### src/rtl/fpoll_pkg.sv
package fpoll_pkg;

  typedef enum logic [1:0] {
    ST_IDLE,
    ST_ISSUE,
    ST_WAIT,
    ST_SETTLE
  } fsm_t;

  typedef enum logic [1:0] {
    PH_POLL,
    PH_CONF1,
    PH_CONF2
  } phase_t;

  typedef struct packed {
    logic   win;
    logic   to_settle;
    phase_t nxt;
  } step_t;

  // Does the status bit alone say the internal operation has ended?
  function automatic logic status_says_done(
    input logic tog_mode,
    input logic is_erase,
    input logic have_prev,
    input logic prev_tog,
    input logic cur_tog,
    input logic cur_stat,
    input logic exp_stat
  );
    if (tog_mode) return have_prev && (cur_tog == prev_tog);
    if (is_erase) return cur_stat;
    return cur_stat == exp_stat;
  endfunction

  // Phase stepping of the polling / double confirmation sequence.
  function automatic step_t judge_step(
    input phase_t ph,
    input logic   st_ok,
    input logic   wd_ok
  );
    step_t s;
    s.win       = 1'b0;
    s.to_settle = 1'b0;
    s.nxt       = PH_POLL;
    unique case (ph)
      PH_POLL: begin
        s.win       = st_ok && wd_ok;
        s.to_settle = st_ok && !wd_ok;
        s.nxt       = s.to_settle ? PH_CONF1 : PH_POLL;
      end
      PH_CONF1: s.nxt = (st_ok && wd_ok) ? PH_CONF2 : PH_POLL;
      PH_CONF2: s.win = st_ok && wd_ok;
      default:  s.nxt = PH_POLL;
    endcase
    return s;
  endfunction

endpackage

### src/rtl/fpoll_judge.sv
module fpoll_judge #(
  parameter int DW       = 16,
  parameter int STAT_BIT = 7,
  parameter int TOG_BIT  = 6
) (
  input  logic          use_toggle,
  input  logic          erase,
  input  logic          have_prev,
  input  logic          prev_tog,
  input  logic [DW-1:0] rd_word,
  input  logic [DW-1:0] exp_word,
  output logic          status_ok,
  output logic          word_ok
);
  logic [DW-1:0] target;

  always_comb begin
    target    = erase ? {DW{1'b1}} : exp_word;
    status_ok = fpoll_pkg::status_says_done(use_toggle, erase, have_prev, prev_tog,
                                            rd_word[TOG_BIT], rd_word[STAT_BIT],
                                            exp_word[STAT_BIT]);
    word_ok   = (rd_word == target);
  end
endmodule

### src/rtl/fpoll_settle.sv
module fpoll_settle #(
  parameter int CYC = 50,
  parameter int CW  = 6
) (
  input  logic clk,
  input  logic rst_n,
  input  logic load,
  output logic expired
);
  logic [CW-1:0] cnt;

  always_ff @(posedge clk) begin
    if (!rst_n)          cnt <= '0;
    else if (load)       cnt <= CW'(CYC);
    else if (cnt != '0)  cnt <= cnt - 1'b1;
  end

  assign expired = (cnt == '0);
endmodule

### src/rtl/fpoll_budget.sv
module fpoll_budget #(
  parameter int LIMIT = 64,
  parameter int CW    = 7
) (
  input  logic clk,
  input  logic rst_n,
  input  logic clr,
  input  logic inc,
  output logic at_last
);
  logic [CW-1:0] cnt;

  always_ff @(posedge clk) begin
    if (!rst_n)    cnt <= '0;
    else if (clr)  cnt <= '0;
    else if (inc)  cnt <= cnt + 1'b1;
  end

  assign at_last = (cnt == CW'(LIMIT - 1));
endmodule

### src/rtl/fpoll_engine.sv
module fpoll_engine #(
  parameter int AW         = 20,
  parameter int DW         = 16,
  parameter int MAX_READS  = 64,
  parameter int SETTLE_CYC = 50,
  parameter int STAT_BIT   = 7,
  parameter int TOG_BIT    = 6
) (
  input  logic          clk,
  input  logic          rst_n,
  input  logic          start_i,
  input  logic          use_toggle_i,
  input  logic          erase_i,
  input  logic [DW-1:0] expect_i,
  input  logic [AW-1:0] addr_i,
  output logic          rd_req_o,
  output logic [AW-1:0] rd_addr_o,
  input  logic          rd_valid_i,
  input  logic [DW-1:0] rd_data_i,
  output logic          busy_o,
  output logic          done_o,
  output logic          timeout_o,
  output logic [DW-1:0] result_o
);
  import fpoll_pkg::*;

  localparam int SCW = (SETTLE_CYC < 1) ? 1 : $clog2(SETTLE_CYC + 1);
  localparam int BCW = $clog2(MAX_READS + 1);

  fsm_t          st;
  phase_t        ph;
  logic          tog_q, ers_q, have_prev, prev_tog;
  logic [DW-1:0] exp_q;
  logic [AW-1:0] addr_q;

  // named internal events
  logic  start_take, rd_take, status_ok, word_ok, at_last, settle_done;
  logic  ev_win, ev_exhaust, ev_confirm;
  step_t step;

  assign start_take = (st == ST_IDLE) && start_i;
  assign rd_take    = (st == ST_WAIT) && rd_valid_i;

  fpoll_judge #(.DW(DW), .STAT_BIT(STAT_BIT), .TOG_BIT(TOG_BIT)) u_judge (
    .use_toggle (tog_q),
    .erase      (ers_q),
    .have_prev  (have_prev),
    .prev_tog   (prev_tog),
    .rd_word    (rd_data_i),
    .exp_word   (exp_q),
    .status_ok  (status_ok),
    .word_ok    (word_ok)
  );

  assign step       = judge_step(ph, status_ok, word_ok);
  assign ev_win     = rd_take && step.win;
  assign ev_exhaust = rd_take && !step.win && at_last;
  assign ev_confirm = rd_take && step.to_settle && !at_last;

  fpoll_budget #(.LIMIT(MAX_READS), .CW(BCW)) u_budget (
    .clk     (clk),
    .rst_n   (rst_n),
    .clr     (start_take),
    .inc     (rd_take),
    .at_last (at_last)
  );

  fpoll_settle #(.CYC(SETTLE_CYC), .CW(SCW)) u_settle (
    .clk     (clk),
    .rst_n   (rst_n),
    .load    (ev_confirm),
    .expired (settle_done)
  );

  always_ff @(posedge clk) begin
    if (!rst_n) begin
      st        <= ST_IDLE;
      ph        <= PH_POLL;
      tog_q     <= 1'b0;
      ers_q     <= 1'b0;
      exp_q     <= '0;
      addr_q    <= '0;
      have_prev <= 1'b0;
      prev_tog  <= 1'b0;
      done_o    <= 1'b0;
      timeout_o <= 1'b0;
      result_o  <= '0;
    end else begin
      done_o    <= ev_win;
      timeout_o <= ev_exhaust;
      unique case (st)
        ST_IDLE: begin
          if (start_i) begin
            tog_q     <= use_toggle_i;
            ers_q     <= erase_i;
            exp_q     <= expect_i;
            addr_q    <= addr_i;
            have_prev <= 1'b0;
            ph        <= PH_POLL;
            st        <= ST_ISSUE;
          end
        end
        ST_ISSUE: st <= ST_WAIT;
        ST_WAIT: begin
          if (rd_valid_i) begin
            result_o  <= rd_data_i;
            have_prev <= 1'b1;
            prev_tog  <= rd_data_i[TOG_BIT];
            ph        <= step.nxt;
            if (ev_win || ev_exhaust) st <= ST_IDLE;
            else if (ev_confirm)      st <= ST_SETTLE;
            else                      st <= ST_ISSUE;
          end
        end
        ST_SETTLE: if (settle_done) st <= ST_ISSUE;
        default: st <= ST_IDLE;
      endcase
    end
  end

  assign rd_req_o  = (st == ST_ISSUE);
  assign rd_addr_o = addr_q;
  assign busy_o    = (st != ST_IDLE);
endmodule

### config.mk
export PLATFORM = sky130hd
export DESIGN_NAME = fpoll_engine
export DESIGN_NICKNAME = d
export VERILOG_FILES = /design/src/rtl/fpoll_pkg.sv /design/src/rtl/fpoll_judge.sv /design/src/rtl/fpoll_settle.sv /design/src/rtl/fpoll_budget.sv /design/src/rtl/fpoll_engine.sv
export SDC_FILE = /design/constraint.sdc
export NUM_CORES = 1
export LEC_CHECK = 0
export BUFFER_PORTS_ARGS = -buffer_cell sky130_fd_sc_hd__buf_2
export CAP_MARGIN = 20
export CELL_PAD_IN_SITES_DETAIL_PLACEMENT = 1
export CELL_PAD_IN_SITES_GLOBAL_PLACEMENT = 1
export CORE_MARGIN = 1
export CORE_UTILIZATION = 40
export DETAILED_ROUTE_END_ITERATION = 10
export PLACE_DENSITY_LB_ADDON = 0.2
export SLEW_MARGIN = 5
export SYNTH_ARGS = -nofsm -noshare
export SYNTH_HDL_FRONTEND = slang
export SYNTH_SLANG_ARGS = --single-unit
export TNS_END_PERCENT = 5
### constraint.sdc
create_clock -name clk -period 4.9 [get_ports clk]
set_input_delay 0.245 -clock clk [delete_from_list [all_inputs] [get_ports clk]]
set_output_delay 0.245 -clock clk [all_outputs]
set_load 0.01 [all_outputs]
---- Word level (Yosys, flattened, before mapping) ----
Cells that the tools add are included.
word-level totals
  register bits ........................... 75
  word-level logic and storage cells ...... 84
cells by class
  add/subtract/negate cells ............... 2
  equal/unequal tests ..................... 12
  muxes and demuxes ....................... 27
  bitwise logic cells ..................... 1
  reductions and logical operators ........ 28
operator list
  operator                                          count
  == test 16 bit                                    1
  2-to-1 mux 16 bit                                 1
  2-to-1 mux 2 bit                                  8
  2-to-1 mux 1 bit                                  12
  2-to-1 mux 6 bit                                  2
  logical AND 1 bit                                 10
  one-hot mux 2 bit (2 select lines)                2
  one-hot mux 2 bit (4 select lines)                1
  adder 7 x 1 -> 7 bit, second input constant       1
  == test 7 x 6 -> 1 bit, second input constant     1
  == test 2 bit, second input constant              3
  zero test 6 bit                                   1
  inequality test 2 bit, second input constant      3
  AND reduction 3 bit                               2
  nonzero test 2 bit                                3
  nonzero test 6 bit                                1
  OR reduction 2 bit                                3
  subtractor 6 x 1 -> 6 bit, second input constant  1
  == test 2 x 1 -> 1 bit, second input constant     2
  zero test 2 bit                                   2
  AND reduction 2 bit                               2
  zero test 1 bit                                   3
  == test 1 bit                                     2
  one-hot mux 1 bit (2 select lines)                1
  2 further kinds                                   2

---- Logic depth before layout (Yosys ltp) ----
Gate-level depths: netlist of the first run.
  depth after elaboration ................. 15
  gate-level depth with buffers ........... 8
  gate-level depth less buffers ........... 8

---- By module ----
From an unflattened synthesis of the first run, not the netlist that was laid out.
second synthesis, totals
  cell total of the unflattened synthesis .. 416
  area, all modules ....................... 3438.3 um^2
modules (own cells, without submodules)
  module        times used  cells an instance  area an instance (um^2)
  fpoll_engine  1           283                2409.8
  fpoll_judge   1           68                 427.9
  fpoll_budget  1           33                 306.5
  fpoll_settle  1           32                 294.0

---- Worst setup path before layout of the first run ----
No wires, ideal clock.
  path type ............................... reg-to-reg
  start point ............................. register ers_q
  end point ............................... register st[0]
  library setup time ...................... 74 ps
  data arrival time ....................... 1876 ps
  path slack .............................. 2950 ps
  stages on the path, launching flop included .. 7
  buffers on the path ..................... 1
  cells stage by stage .................... dfxtp_1 > buf_6 > or3_1 > and3b_4 > or3_4 > or4_1 > a31oi_1
on the way
  word-level cells in the longest chain between the ends .. 13
  elaborated cells on any way between the ends .. 17
  those cells by class .................... eq/ne (1); mux (10); reduce/logical (6)
RTL lines
  item                                  line                              RTL
  start: declaration                    fpoll_engine.sv:32                logic tog_q, ers_q, have_prev, prev_tog;
  start signal: assignment              fpoll_engine.sv:95                ers_q <= erase_i;
  2-to-1 mux 1 bit (2 in a row)         fpoll_pkg.sv:33                   if (is_erase) return cur_stat;
  2-to-1 mux 1 bit                      fpoll_pkg.sv:34                   return cur_stat == exp_stat;
  2-to-1 mux 1 bit                      fpoll_pkg.sv:33
  logical AND 1 bit *                   fpoll_pkg.sv:49, fpoll_pkg.sv:54
  2-to-1 mux 1 bit *                    -
  zero test 1 bit                       fpoll_engine.sv:57                assign ev_exhaust = rd_take && !step.win && at_last;
  logical AND 1 bit (2 in a row)        fpoll_engine.sv:57
  logical OR 1 bit *                    fpoll_engine.sv:110               if (ev_win || ev_exhaust) st <= ST_IDLE;
  2-to-1 mux 2 bit *                    fpoll_engine.sv:110
  2-to-1 mux 2 bit *                    fpoll_engine.sv:105               if (rd_valid_i) begin
  one-hot mux 2 bit (4 select lines) *  fpoll_engine.sv:91                unique case (st)
  end signal: assignment                fpoll_engine.sv:110
  end signal: assignment                fpoll_engine.sv:111               else if (ev_confirm) st <= ST_SETTLE;
  end signal: assignment                fpoll_engine.sv:112               else st <= ST_ISSUE;
  end: declaration                      fpoll_engine.sv:30                fsm_t st;
Every way passes the cells marked *; elsewhere a longest branch is shown, timed or not. The select of a mux whose other input is x is not followed.
A chain may end at the register's enable or synchronous reset.

---- Final worst setup path of the first run ----
Same ends and word-level chain as after synthesis.

==> summary.md, run 1 <==
| Metric | Value |
|---|---|
| Setup Fix Bufs, Post-CTS | `0` |
| Leading area contributor after synthesis | `dfxtp_1` |
| Die X-Extent | `roughly 94 um` |
| DRT Pass-1 Iters | `4` |
| Clk slew on worst S/H paths | `0.08 ns` |
| Area fraction of the dominant cell type after synthesis | `0.434` |
| PD cells | `362 nW/um2` |
| Final WL | `9200 um` |
| WL/cell | `15.0 um` |
| R2R cell count | `6` |
| Largest buffer count on any clock path | `2` |
| R2r startpoint | `ers_q` |
| Initial antenna violation count | `0` |
| CTS H-tree lvls | `3` |
| CTS resizes | `0` |
| Hold Worst Slack | `0.139 ns` |
| CTS tree | `done` |
| Top post-synthesis cells by count | `nand2_1 (132), dfxtp_1 (74), a21boi_0 (59), clkbuf_1 (19), nor2_1 (17)` |
| Max Slew Vio Count | `0` |
| Worst-Margin Slew | `0.838 ns` |
| Layout area overhead | `20.8%` |
| Max VDD drop | `0.190 mV` |
| Hold path cells | `3` |
| Post-synthesis sequential area ratio | `0.434` |
| HP Class | `in -> reg` |
| Final setup viols | `0` |
| Initial DRC count | `approximately 110` |
| Outcome | `complete, no violations` |
| Lkg Pwr | `1.75 nW` |
| Clk network pwr share | `0.293` |
| Vias per inst | `slightly above 5` |
| Switching Share | `0.313` |
| Share of layout cells above drive strength 1 | `0.236` |
| Worst-skew pair later-pin latency | `0.34 ns` |
| Number of synthesized flops with an enable pin | `0` |
| Synth Register Bits | `74` |
| Fin Clk Skew | `~0.012 ns` |
| Sequential Power Share | `0.472` |
| Worst Hold End | `rd_addr_o[8]` |
| CP arrival | `2.77 ns` |
| Post-layout nets | `570` |
| Startpoint Class | `flop` |
| Io pins | `98` |
| GPL Wtd Cong | `0.849` |
| Unique cell type count in the Yosys netlist | `44` |
| Min cycle time layout | `2.50 ns` |
| CTS buffer count | `9` |
| Starting Density | `0.414` |
| Fmax | `400 MHz` |
| Die ar. | `8910 um2` |
| Top-count cell post-synth | `nand2_1` |
| Root Buffer | `clkbuf_8` |
| Critical Path RT | `5.17 ns` |
| Layout fillers | `1056` |
| Synth top area cells | `dfxtp_1 (43%), nand2_1 (15%), a21boi_0 (13%), xor2_1 (2.8%), ha_1 (2.2%)` |
| PortBufs | `97` |
| Vias in the first global route | `3193` |
| Core ar. | `8260 um2` |
| Psw | `0.468 mW` |
| Internal power | `1.03 mW` |
| Relative slew margins | `0.440` |
| Max cap viols | `0` |
| Mean post-synth cell area | `8.17 um2` |
| Die Height | `94.4 um` |
| Critical path class | `reg -> reg` |
| Cells after synthesis | `418` |
| Final worst-path cycle share | `0.510` |
| Inserted Diodes | `0` |
| FFs w/ async S/R, synth | `0` |
| Vias | `3116` |
| RSZ-0062 raised after global routing | `false` |
| Post-Syn Area | `3420 um2` |
| Net Count, Synth | `482` |
| Std-Cell Rows | `33` |
| Gate power share | `0.234` |
| First-pass GRT wire length | `14900 um` |
| Grt ovf | `0` |
| R2R Setup Slk | `2.40 ns` |
| HP Start | `addr_i[8]` |
| Fin Setup TNS | `0 ns` |
| FF-to-FF End | `st[0]` |
| Final hold vios | `0` |
| Total GRT Usage | `0.216` |
| CP Capture Type | `flop` |
| Pin count of the biggest net entering global routing | `44` |
| Synth warnings | `0` |
| CTS Hold Bufs | `0` |
| DRC viols | `0` |
| Worst-path fanout max | `26` |
| Final ANT Viol Nets | `0` |
| Sink Count | `74` |
| Synth Flop Type | `dfxtp_1` |
| Post-DP HPWL | `6790 um` |
## worst max-delay path: stages (launching register included)
cell	delay, ns
dfxtp_1	0.87
a21o_1	0.15
nand3_1	0.08
a222oi_1	0.35
nand4b_1	0.32
or4_1	0.48
a31oi_1	0.17
## stage by stage
step | util | instance area (um2) | total power, mW | setup WS (ns) | std cells
after detailed placement | 0.478 | 3950 | 1.07 | 2.45 | 600
after floorplan | - | 3420 | 0.953 | 2.95 | 418
after global placement | 0.478 | 3950 | 1.05 | 2.54 | 600
after global routing | 0.500 | 4130 | 1.58 | 2.17 | 614
final | 0.500 | 4130 | 1.50 | 2.40 | 614
after CTS | 0.500 | 4130 | 1.51 | 2.44 | 614
## flip-flops by register name (all words and copies together), names as in the netlist
signal / count
have_prev: 1
result_o: 16
u_settle.cnt: 6
ers_q: 1
done_o: 1
ph: 2
tog_q: 1
st: 2
timeout_o: 1
u_budget.cnt: 7
rd_addr_o: 20
exp_q: 16
## placed cells by master, fill, tap and decap left out, types with 3 or more instances in the layout
cell type,n
xnor2_1,7
nand3_1,7
nand4bb_1,3
a21oi_1,11
nor3_1,7
nor4_1,4
clkbuf_8,12
nor2_1,17
or3_1,5
inv_1,6
buf_4,3
a21boi_0,59
nand2_1,132
dfxtp_1,74
buf_2,97
a21o_1,4
and2_1,4
xor2_1,11
a2bb2oi_1,3
o21ai_0,6
ha_1,6
## cell type report
class / instances / area (um2) / share of cell area
clock buffer: 12 / 165 / 0.0400
multi-input combinational: 315 / 1810 / 0.438
clock inverter: 2 / 12.5 / 0.00303
tap: 105 / 131 / 0.0318
sequential: 74 / 1480 / 0.359
timing repair buffer: 100 / 508 / 0.123
inverter: 6 / 22.5 / 0.00546
## power by group through the flow
stage / registers [mW] / logic [mW] / clock network, mW
5_1_grt: 0.714 / 0.393 / 0.477
2_1_floorplan: 0.713 / 0.240 / 0
3_5_place_dp: 0.720 / 0.352 / 0
6_report: 0.706 / 0.350 / 0.438
3_3_place_gp: 0.715 / 0.330 / 0
4_1_cts: 0.706 / 0.356 / 0.451
## layer usage
layer | track usage | wire, um
met5 | 0 | 0
met4 | 0.0833 | 138
met3 | 0.0378 | 299
met2 | 0.368 | 4560
met1 | 0.271 | 4200
## how the worst max path moves through the flow
stage / start / endpoint
2_1_floorplan: ers_q / st[0]
3_3_place_gp: ers_q / st[0]
3_5_place_dp: ers_q / st[0]
4_1_cts: ers_q / st[0]
5_1_grt: ers_q / st[0]
6_report: ers_q / st[0]
## kinds of logic after synthesis
family | Yosys count | synth area share
AND/OR/NAND/NOR | 197 | 0.262
flip-flops | 74 | 0.434
XOR/XNOR | 18 | 0.0462
buffers and inverters | 29 | 0.0377
adder cells (fa/ha/maj) | 6 | 0.0220
AO/OA/AOI/OAI | 94 | 0.199
No activity file was read; power rests on OpenSTA's default activity.
==> run 2: changes to the inputs <==
--- a/config.mk
+++ b/config.mk
@@ -5,12 +5,13 @@
 export SDC_FILE = /design/constraint.sdc
 export NUM_CORES = 1
 export LEC_CHECK = 0
+export ABC_AREA = 1
 export BUFFER_PORTS_ARGS = -buffer_cell sky130_fd_sc_hd__buf_2
 export CAP_MARGIN = 20
 export CELL_PAD_IN_SITES_DETAIL_PLACEMENT = 1
 export CELL_PAD_IN_SITES_GLOBAL_PLACEMENT = 1
 export CORE_MARGIN = 1
-export CORE_UTILIZATION = 40
+export CORE_UTILIZATION = 36
 export DETAILED_ROUTE_END_ITERATION = 10
 export PLACE_DENSITY_LB_ADDON = 0.2
 export SLEW_MARGIN = 5
==> constraint.sdc (replaced) <==
create_clock -name clk -period 2.39 [get_ports clk]
set_input_delay 0.1195 -clock clk [delete_from_list [all_inputs] [get_ports clk]]
set_output_delay 0.1195 -clock clk [all_outputs]
set_load 0.01 [all_outputs]
==> run 2 against run 1 <==
Largest power group unchanged. Critical path type unchanged. First-iteration DRC count is 43% lower. Critical path depth is 3 higher. Global-route usage is 1.6 points lower. Highest routed layer unchanged. Synthesized area is 2.3% lower. Via count is 3.1% higher. Clock power is 110% higher. Largest cell class unchanged.
==> summary.md, run 2 <==
| Metric | Value |
|---|---|
| Die X-Extent | `98.3 um (was 94.4 um)` |
| Post-layout nets | `618 (was 570)` |
| Synth top area cells | `dfxtp_1 (44%), nor2_1 (15%), o21ai_0 (8.4%), nand2_1 (7.4%), o21bai_2 (3.4%) (was dfxtp_1 (43%), nand2_1 (15%), a21boi_0 (13%), xor2_1 (2.8%), ha_1 (2.2%))` |
| Initial DRC count | `64 (was 113)` |
| Root Buffer | `clkbuf_8 (unchanged)` |
| Grt ovf | `0 (unchanged)` |
| Share of layout cells above drive strength 1 | `0.261 (was 0.236)` |
| FFs w/ async S/R, synth | `0 (unchanged)` |
| RSZ-0062 raised after global routing | `false (unchanged)` |
| Synth Flop Type | `dfxtp_1 (unchanged)` |
| Vias | `3213 (was 3116)` |
| GPL Wtd Cong | `0.738 (was 0.849)` |
| Initial antenna violation count | `0 (unchanged)` |
| First-pass GRT wire length | `15700 um (was 14900 um)` |
| Synth Register Bits | `74 (unchanged)` |
| Area post-placement | `3880 um2 (was 3950 um2)` |
| Total GRT Usage | `0.201 (was 0.216)` |
| Number of flip-flops under the largest register name | `20 (unchanged)` |
| Relative slew margins | `0.554 (was 0.440)` |
| Post-DP HPWL | `6590 um (was 6790 um)` |
| WP buf/inv | `2 (was 0)` |
| Max cap viols | `0 (unchanged)` |
| Setup Fix Bufs, Post-CTS | `0 (unchanged)` |
| Mean post-synth cell area | `7.22 um2 (was 8.17 um2)` |
| Final std cells w/o fill | `667 (was 614)` |
| CTS H-tree lvls | `3 (unchanged)` |
| Die Height | `98.3 um (was 94.4 um)` |
| Vias per inst | `4.82 (was 5.07)` |
| CTS Hold Bufs | `0 (unchanged)` |
| Startpoint Class | `flop (unchanged)` |
| CP Cell Sequence | `inv_1 -> ha_1 -> nand2_1 -> nor3_1 -> nand2_1 -> inv_1 -> nand2_1 -> nand3_1 -> a21oi_1 (was a21o_1 -> nand3_1 -> a222oi_1 -> nand4b_1 -> or4_1 -> a31oi_1)` |
| Worst-skew pair later-pin latency | `0.35 ns (was 0.34 ns)` |
| FF-to-FF End | `st[0] (unchanged)` |
| Die ar. | `9660 um2 (was 8910 um2)` |
| DRC viols | `0 (unchanged)` |
| Fin util | `0.460 (was 0.500)` |
| Vias in the first global route | `3466 (was 3193)` |
| Max stage delay on crit path | `0.52 ns (was 0.87 ns)` |
| Largest buffer count on any clock path | `2 (unchanged)` |
| Worst-path fanout max | `12 (was 26)` |
| CP delay by family, top | `simple AND/OR/NAND/NOR gates (unchanged)` |
| Top post-synthesis cells by count | `nor2_1 (135), dfxtp_1 (74), nand2_1 (66), o21ai_0 (56), inv_1 (29) (was nand2_1 (132), dfxtp_1 (74), a21boi_0 (59), clkbuf_1 (19), nor2_1 (17))` |
| Area fraction of the dominant cell type after synthesis | `0.444 (was 0.434)` |
| CTS buffer count | `9 (unchanged)` |
| Synth warnings | `0 (unchanged)` |
| Inserted Diodes | `0 (unchanged)` |
| Hold Worst Slack | `0.0160 ns (was 0.139 ns)` |
| Final setup viols | `0 (unchanged)` |
| Core ar. | `8850 um2 (was 8260 um2)` |
| Final hold vios | `0 (unchanged)` |
| R2R cell count | `9 (was 6)` |
| DRT Pass-1 Iters | `6 (was 4)` |
| Max Slew Vio Count | `0 (unchanged)` |
| Worst Setup EP | `st[0] (unchanged)` |
| CP Capture Type | `flop (unchanged)` |
| Fin Clk Skew | `0.0112 ns (was 0.0123 ns)` |
| CP max stage cell | `nor3_1 (was dfxtp_1)` |
| Most frequent cells in the layout | `nor2_1 (135), buf_2 (97), dfxtp_1 (74) (was nand2_1 (132), buf_2 (97), dfxtp_1 (74))` |
| Unique cell type count in the Yosys netlist | `36 (was 44)` |
| Clk slew on worst S/H paths | `0.09 ns (was 0.08 ns)` |
| Worst-Margin Slew | `0.668 ns (was 0.838 ns)` |
| Critical path class | `reg -> reg (unchanged)` |
| Min cycle time layout | `1.97 ns (was 2.50 ns)` |
| Outcome | `complete, no violations (unchanged)` |
| CP arrival | `2.22 ns (was 2.77 ns)` |
| Layout fillers | `1176 (was 1056)` |
| CTS resizes | `0 (unchanged)` |
| Lkg Pwr | `1.90 nW (was 1.75 nW)` |
| Inst Count DP | `651 (was 600)` |
| Io pins | `98 (unchanged)` |
| Top cell by count, worst path | `nand2_1` |
| Final WL | `8830 um (was 9200 um)` |
| Pin count of the biggest net entering global routing | `57 (was 44)` |
| R2r startpoint | `st[0] (was ers_q)` |
| Critical Path RT | `2.64 ns (was 5.17 ns)` |
| CP Depth | `9 (was 6)` |
| Critical Path Start | `st[0] (was ers_q)` |
| Commonest non-fill, non-tap cell in the layout | `nor2_1 (was nand2_1)` |
| HP Class | `in -> reg (unchanged)` |
| Starting Density | `0.377 (was 0.414)` |
| R2R Setup Slk | `0.42 ns (was 2.40 ns)` |
| Sink Count | `74 (unchanged)` |
| Std-Cell Rows | `34 (was 33)` |
| Final worst-path cycle share | `0.824 (was 0.510)` |
| Leading area contributor after synthesis | `dfxtp_1 (unchanged)` |
| Layout area overhead | `21.9% (was 20.8%)` |
| Cells after synthesis | `462 (was 418)` |
| Fin Setup TNS | `0 ns (unchanged)` |
| Post-Syn Area | `3340 um2 (was 3420 um2)` |
| Fmax | `508 MHz (was 400 MHz)` |
| Net Count, Synth | `526 (was 482)` |
| Max VDD drop | `0.288 mV (was 0.190 mV)` |
| Post-synthesis sequential area ratio | `0.444 (was 0.434)` |
| Design area | `4070 um2 (was 4130 um2)` |
| WL/cell | `13.2 um (was 15.0 um)` |
| PD cells | `801 nW/um2 (was 362 nW/um2)` |
| Final ANT Viol Nets | `0 (unchanged)` |
| CTS tree | `done (unchanged)` |
| PortBufs | `97 (unchanged)` |
| Top-count cell post-synth | `nor2_1 (was nand2_1)` |
| Number of synthesized flops with an enable pin | `0 (unchanged)` |
[run 2: changes by cell type in the layout (fill, tap and decap cells not counted), sizes merged, moves of 12 or more]
cell    previous run  this run
nor2              17       140
nand2            132        69
a21boi            59         0
o21ai              6        62
inv                6        33
o21bai             1        13
[run 2: how the worst min path moves through the flow]
stage            startpoint  depth (start not counted)  slack (ns)       endpoint
2_1_floorplan  expect_i[15]                          2        0.27      exp_q[15]
3_3_place_gp   expect_i[11]                          3        0.37      exp_q[11]
3_5_place_dp    expect_i[6]                          3        0.37       exp_q[6]
4_1_cts          addr_i[11]                          3       0.004  rd_addr_o[11]
5_1_grt          addr_i[17]                          3        0.01  rd_addr_o[17]
6_report          addr_i[5]                          3        0.02   rd_addr_o[5]
[run 2: cells by family (layout without fill, tap and decap cells)]
family                   Yosys count  after routing  synth area share
buffers and inverters             53            150            0.0716
flip-flops                        74             74             0.444
XOR/XNOR                           2              2           0.00525
AO/OA/AOI/OAI                     97             97             0.174
AND/OR/NAND/NOR                  230            230             0.283
adder cells (fa/ha/maj)            6              6            0.0225
[run 2: report_power, final]
part           total, mW  switching (mW)  internal, mW
Clock              0.924           0.529         0.395
Combinational      0.856           0.515         0.341
Sequential          1.48           0.105          1.37
Total               3.26            1.15          2.11
[run 2: cell type report]
cell class / instances / area [um2] / area share
tap: 108 / 135 / 0.0332
inverter: 30 / 113 / 0.0277
clock inverter: 7 / 60.1 / 0.0148
sequential: 74 / 1480 / 0.364
timing repair buffer: 104 / 538 / 0.132
clock buffer: 9 / 124 / 0.0305
multi-input combinational: 335 / 1620 / 0.397
[run 2: per-layer routing]
metal	up-vias	GRT usage	wire, um
met5	-	0	0
met4	0	0.0677	135
met3	13	0.0523	423
met2	66	0.350	4170
met1	1482	0.240	4100
li1	1652	-	-
[run 2: per-stage QoR]
| stage | total power [mW] | setup WS, ns |
|---|---|---|
| floorplan | 2.12 | 0.771 |
| global placement | 2.33 | 0.510 |
| detailed placement | 2.38 | 0.401 |
| CTS | 3.32 | 0.372 |
| global route | 3.50 | 0.0695 |
| finish | 3.26 | 0.422 |
[run 2: worst min-delay path, stage by stage]
cell and delay, ns:
buf_2 0.07, o21ai_0 0.07, nor2_1 0.08
==> run 3: changes to the inputs <==
--- a/config.mk
+++ b/config.mk
@@ -11,7 +11,7 @@
 export CELL_PAD_IN_SITES_DETAIL_PLACEMENT = 1
 export CELL_PAD_IN_SITES_GLOBAL_PLACEMENT = 1
 export CORE_MARGIN = 1
-export CORE_UTILIZATION = 36
+export CORE_UTILIZATION = 33
 export DETAILED_ROUTE_END_ITERATION = 10
 export PLACE_DENSITY_LB_ADDON = 0.2
 export SLEW_MARGIN = 5
==> constraint.sdc (replaced) <==
create_clock -name clk -period 1.7 [get_ports clk]
set_input_delay 0.085 -clock clk [delete_from_list [all_inputs] [get_ports clk]]
set_output_delay 0.085 -clock clk [all_outputs]
set_load 0.01 [all_outputs]
==> run 3 against run 2 <==
Via count is 5.5% higher. Clock skew is 0.0040 ns lower. Cell area is 13% higher. Global-route usage hardly changed. Sequential power is 41% higher. Wire length is 13% higher. Critical path type unchanged.
==> summary.md, run 3 (synthesized netlist as in run 2, its figures left out) <==
| Metric | Value |
|---|---|
| Outcome | `complete, no violations (unchanged)` |
| Max Slew Vio Count | `0 (unchanged)` |
| Vias in the first global route | `3441 (was 3466)` |
| Max Used Layer | `met4 (unchanged)` |
| R2r startpoint | `st[1] (was st[0])` |
| Final setup viols | `0 (unchanged)` |
| HP Start | `addr_i[14] (was addr_i[5])` |
| GPL Wtd Cong | `0.789 (was 0.738)` |
| Critical path class | `reg -> reg (unchanged)` |
| Critical Path RT | `1.94 ns (was 2.64 ns)` |
| Initial DRC count | `60 (was 64)` |
| Share of layout cells above drive strength 1 | `0.295 (was 0.261)` |
| DRT Pass-1 Iters | `4 (was 6)` |
| Grt ovf | `0 (unchanged)` |
| Fin Setup TNS | `0 ns (unchanged)` |
| Startpoint Class | `flop (unchanged)` |
| Starting Density | `0.341 (was 0.377)` |
| Worst-Margin Slew | `0.338 ns (was 0.668 ns)` |
| Root Buffer | `clkbuf_8 (unchanged)` |
| Met3 WL | `342 um (was 423 um)` |
| Final WL | `9970 um (was 8830 um)` |
| Fin Clk Skew | `0.00718 ns (was 0.0112 ns)` |
| Fmax | `615 MHz (was 508 MHz)` |
| Sink Count | `74 (unchanged)` |
| R2R Setup Slk | `0.07 ns (was 0.42 ns)` |
| Post-DP HPWL | `6890 um (was 6590 um)` |
| CP Capture Type | `flop (unchanged)` |
| CP Cell Sequence | `inv_2 -> ha_2 -> inv_1 -> or2_2 -> nand2_1 -> inv_2 -> o21ai_2 -> nor2_2 -> buf_4 -> nand3_1 -> a21oi_1 (was inv_1 -> ha_1 -> nand2_1 -> nor3_1 -> nand2_1 -> inv_1 -> nand2_1 -> nand3_1 -> a21oi_1)` |
| Min cycle time layout | `1.63 ns (was 1.97 ns)` |
| Initial antenna violation count | `0 (unchanged)` |
| WL met1 | `4480 um (was 4100 um)` |
| Clk slew on worst S/H paths | `0.09 ns (about the same)` |
| Core ar. | `9770 um2 (was 8850 um2)` |
| Io pins | `98 (unchanged)` |
| Total GRT Usage | `0.201 (about the same)` |
| Number of flip-flops under the largest register name | `20 (unchanged)` |
| Lkg Pwr | `2.13 nW (was 1.90 nW)` |
| Vias per inst | `4.60 (was 4.82)` |
| Top cell by count, worst path | `inv_2 (was nand2_1)` |
| PortBufs | `97 (unchanged)` |
| Design Power | `5.06 mW (was 3.26 mW)` |
| Commonest non-fill, non-tap cell in the layout | `nor2_1 (unchanged)` |
| Max stage delay on crit path | `0.38 ns (was 0.52 ns)` |
| R2R cell count | `11 (was 9)` |
| FF-to-FF End | `ph[0] (was st[0])` |
| DRC viols | `0 (unchanged)` |
| DR WL met2 | `5010 um (was 4170 um)` |
| Max VDD drop | `0.396 mV (was 0.288 mV)` |
| Pin count of the biggest net entering global routing | `33 (was 57)` |
| CP delay by family, top | `simple AND/OR/NAND/NOR gates (unchanged)` |
| Worst Hold End | `rd_addr_o[14] (was rd_addr_o[5])` |
| Vias | `3389 (was 3213)` |
| Die ar. | `10500 um2 (was 9660 um2)` |
| Layout fillers | `1291 (was 1176)` |
| Layout area overhead | `38.3% (was 21.9%)` |
| Worst-skew pair later-pin latency | `0.35 ns (about the same)` |
| Hold Worst Slack | `0.00826 ns (was 0.0160 ns)` |
| Largest buffer count on any clock path | `2 (unchanged)` |
| Die X-Extent | `103 um (was 98.3 um)` |
| HP Class | `in -> reg (unchanged)` |
| Final worst-path cycle share | `0.956 (was 0.824)` |
| CP max stage cell | `dfxtp_4 (was nor3_1)` |
| First-pass GRT wire length | `16000 um (was 15700 um)` |
| Post-layout nets | `663 (was 618)` |
| RSZ-0062 raised after global routing | `true (was false)` |
| Relative slew margins | `0.773 (was 0.554)` |
| Hold path cells | `3 (unchanged)` |
| CTS buffer count | `9 (unchanged)` |
| CTS H-tree lvls | `3 (unchanged)` |
| Most frequent cells in the layout | `nor2_1 (132), buf_2 (97), dfxtp_1 (71) (was nor2_1 (135), buf_2 (97), dfxtp_1 (74))` |
| Inserted Diodes | `0 (unchanged)` |
| Final hold vios | `0 (unchanged)` |
| WL/cell | `13.5 um (was 13.2 um)` |
| Fin util | `0.472 (was 0.460)` |
| Max cap viols | `0 (unchanged)` |
| CTS tree | `done (unchanged)` |
| Die Height | `103 um (was 98.3 um)` |
| Std-Cell Rows | `36 (was 34)` |
| Final ANT Viol Nets | `0 (unchanged)` |
| PD cells | `1100 nW/um2 (was 801 nW/um2)` |
| CP Depth | `11 (was 9)` |
| CP arrival | `1.87 ns (was 2.22 ns)` |
| WP buf/inv | `4 (was 2)` |
| Worst-path fanout max | `4 (was 12)` |
run 3: worst max path at each step:
stage               start     to
floorplan           st[0]  ph[1]
global placement    ers_q  st[1]
detailed placement  st[0]  ph[1]
CTS                 ers_q  st[1]
global route        st[1]  ph[1]
finish              st[1]  ph[0]
run 3: cell type report:
type | count | area [um2] | area share
clock inverters | 7 | 101 | 0.0220
multi-input cells | 335 | 1660 | 0.360
inverters | 30 | 113 | 0.0244
clock buffers | 9 | 124 | 0.0268
flip-flops and latches | 74 | 1490 | 0.322
repair buffers | 149 | 963 | 0.209
well taps | 133 | 166 | 0.0361
run 3: metal layers:
layer,vias up,GRT usage
met5,-,0
met4,0,0.0780
met3,12,0.0468
met2,63,0.364
met1,1567,0.229
li1,1747,-
run 3: what timing repair did:
item | 4_1_cts | 5_1_grt
cloned | 0 | 0
setup buffers | 2 | 3
endpoints found under the setup margin | 2 | 11
pin swaps | 2 | 4
hold endpoints to repair | 30 | 0
hold buffers | 30 | 0
gates resized for setup | 8 | 13
run 3: worst reg2reg max path: stages (launching register included):
cell	delay (ns)
dfxtp_4	0.38
inv_2	0.07
ha_2	0.18
inv_1	0.05
or2_2	0.27
nand2_1	0.09
inv_2	0.05
o21ai_2	0.08
nor2_2	0.07
buf_4	0.13
nand3_1	0.09
a21oi_1	0.07
run 3: report_power, final:
part           leakage (nW)  internal [mW]  switching (mW)
sequential            0.608           1.93           0.147
combinational          1.41          0.626           0.797
clock                 0.106          0.836           0.720
total                  2.13           3.40            1.66
run 3: through the flow:
step / cells / cell area, um2 / worst slack [ns]
final: 737 / 4620 / 0.0743
after global routing: 737 / 4620 / -0.0543
after CTS: 734 / 4560 / 0.000847
after detailed placement: 686 / 4000 / -0.0613
after global placement: 686 / 4000 / 0.0859
after floorplan: 462 / 3340 / 0.0806
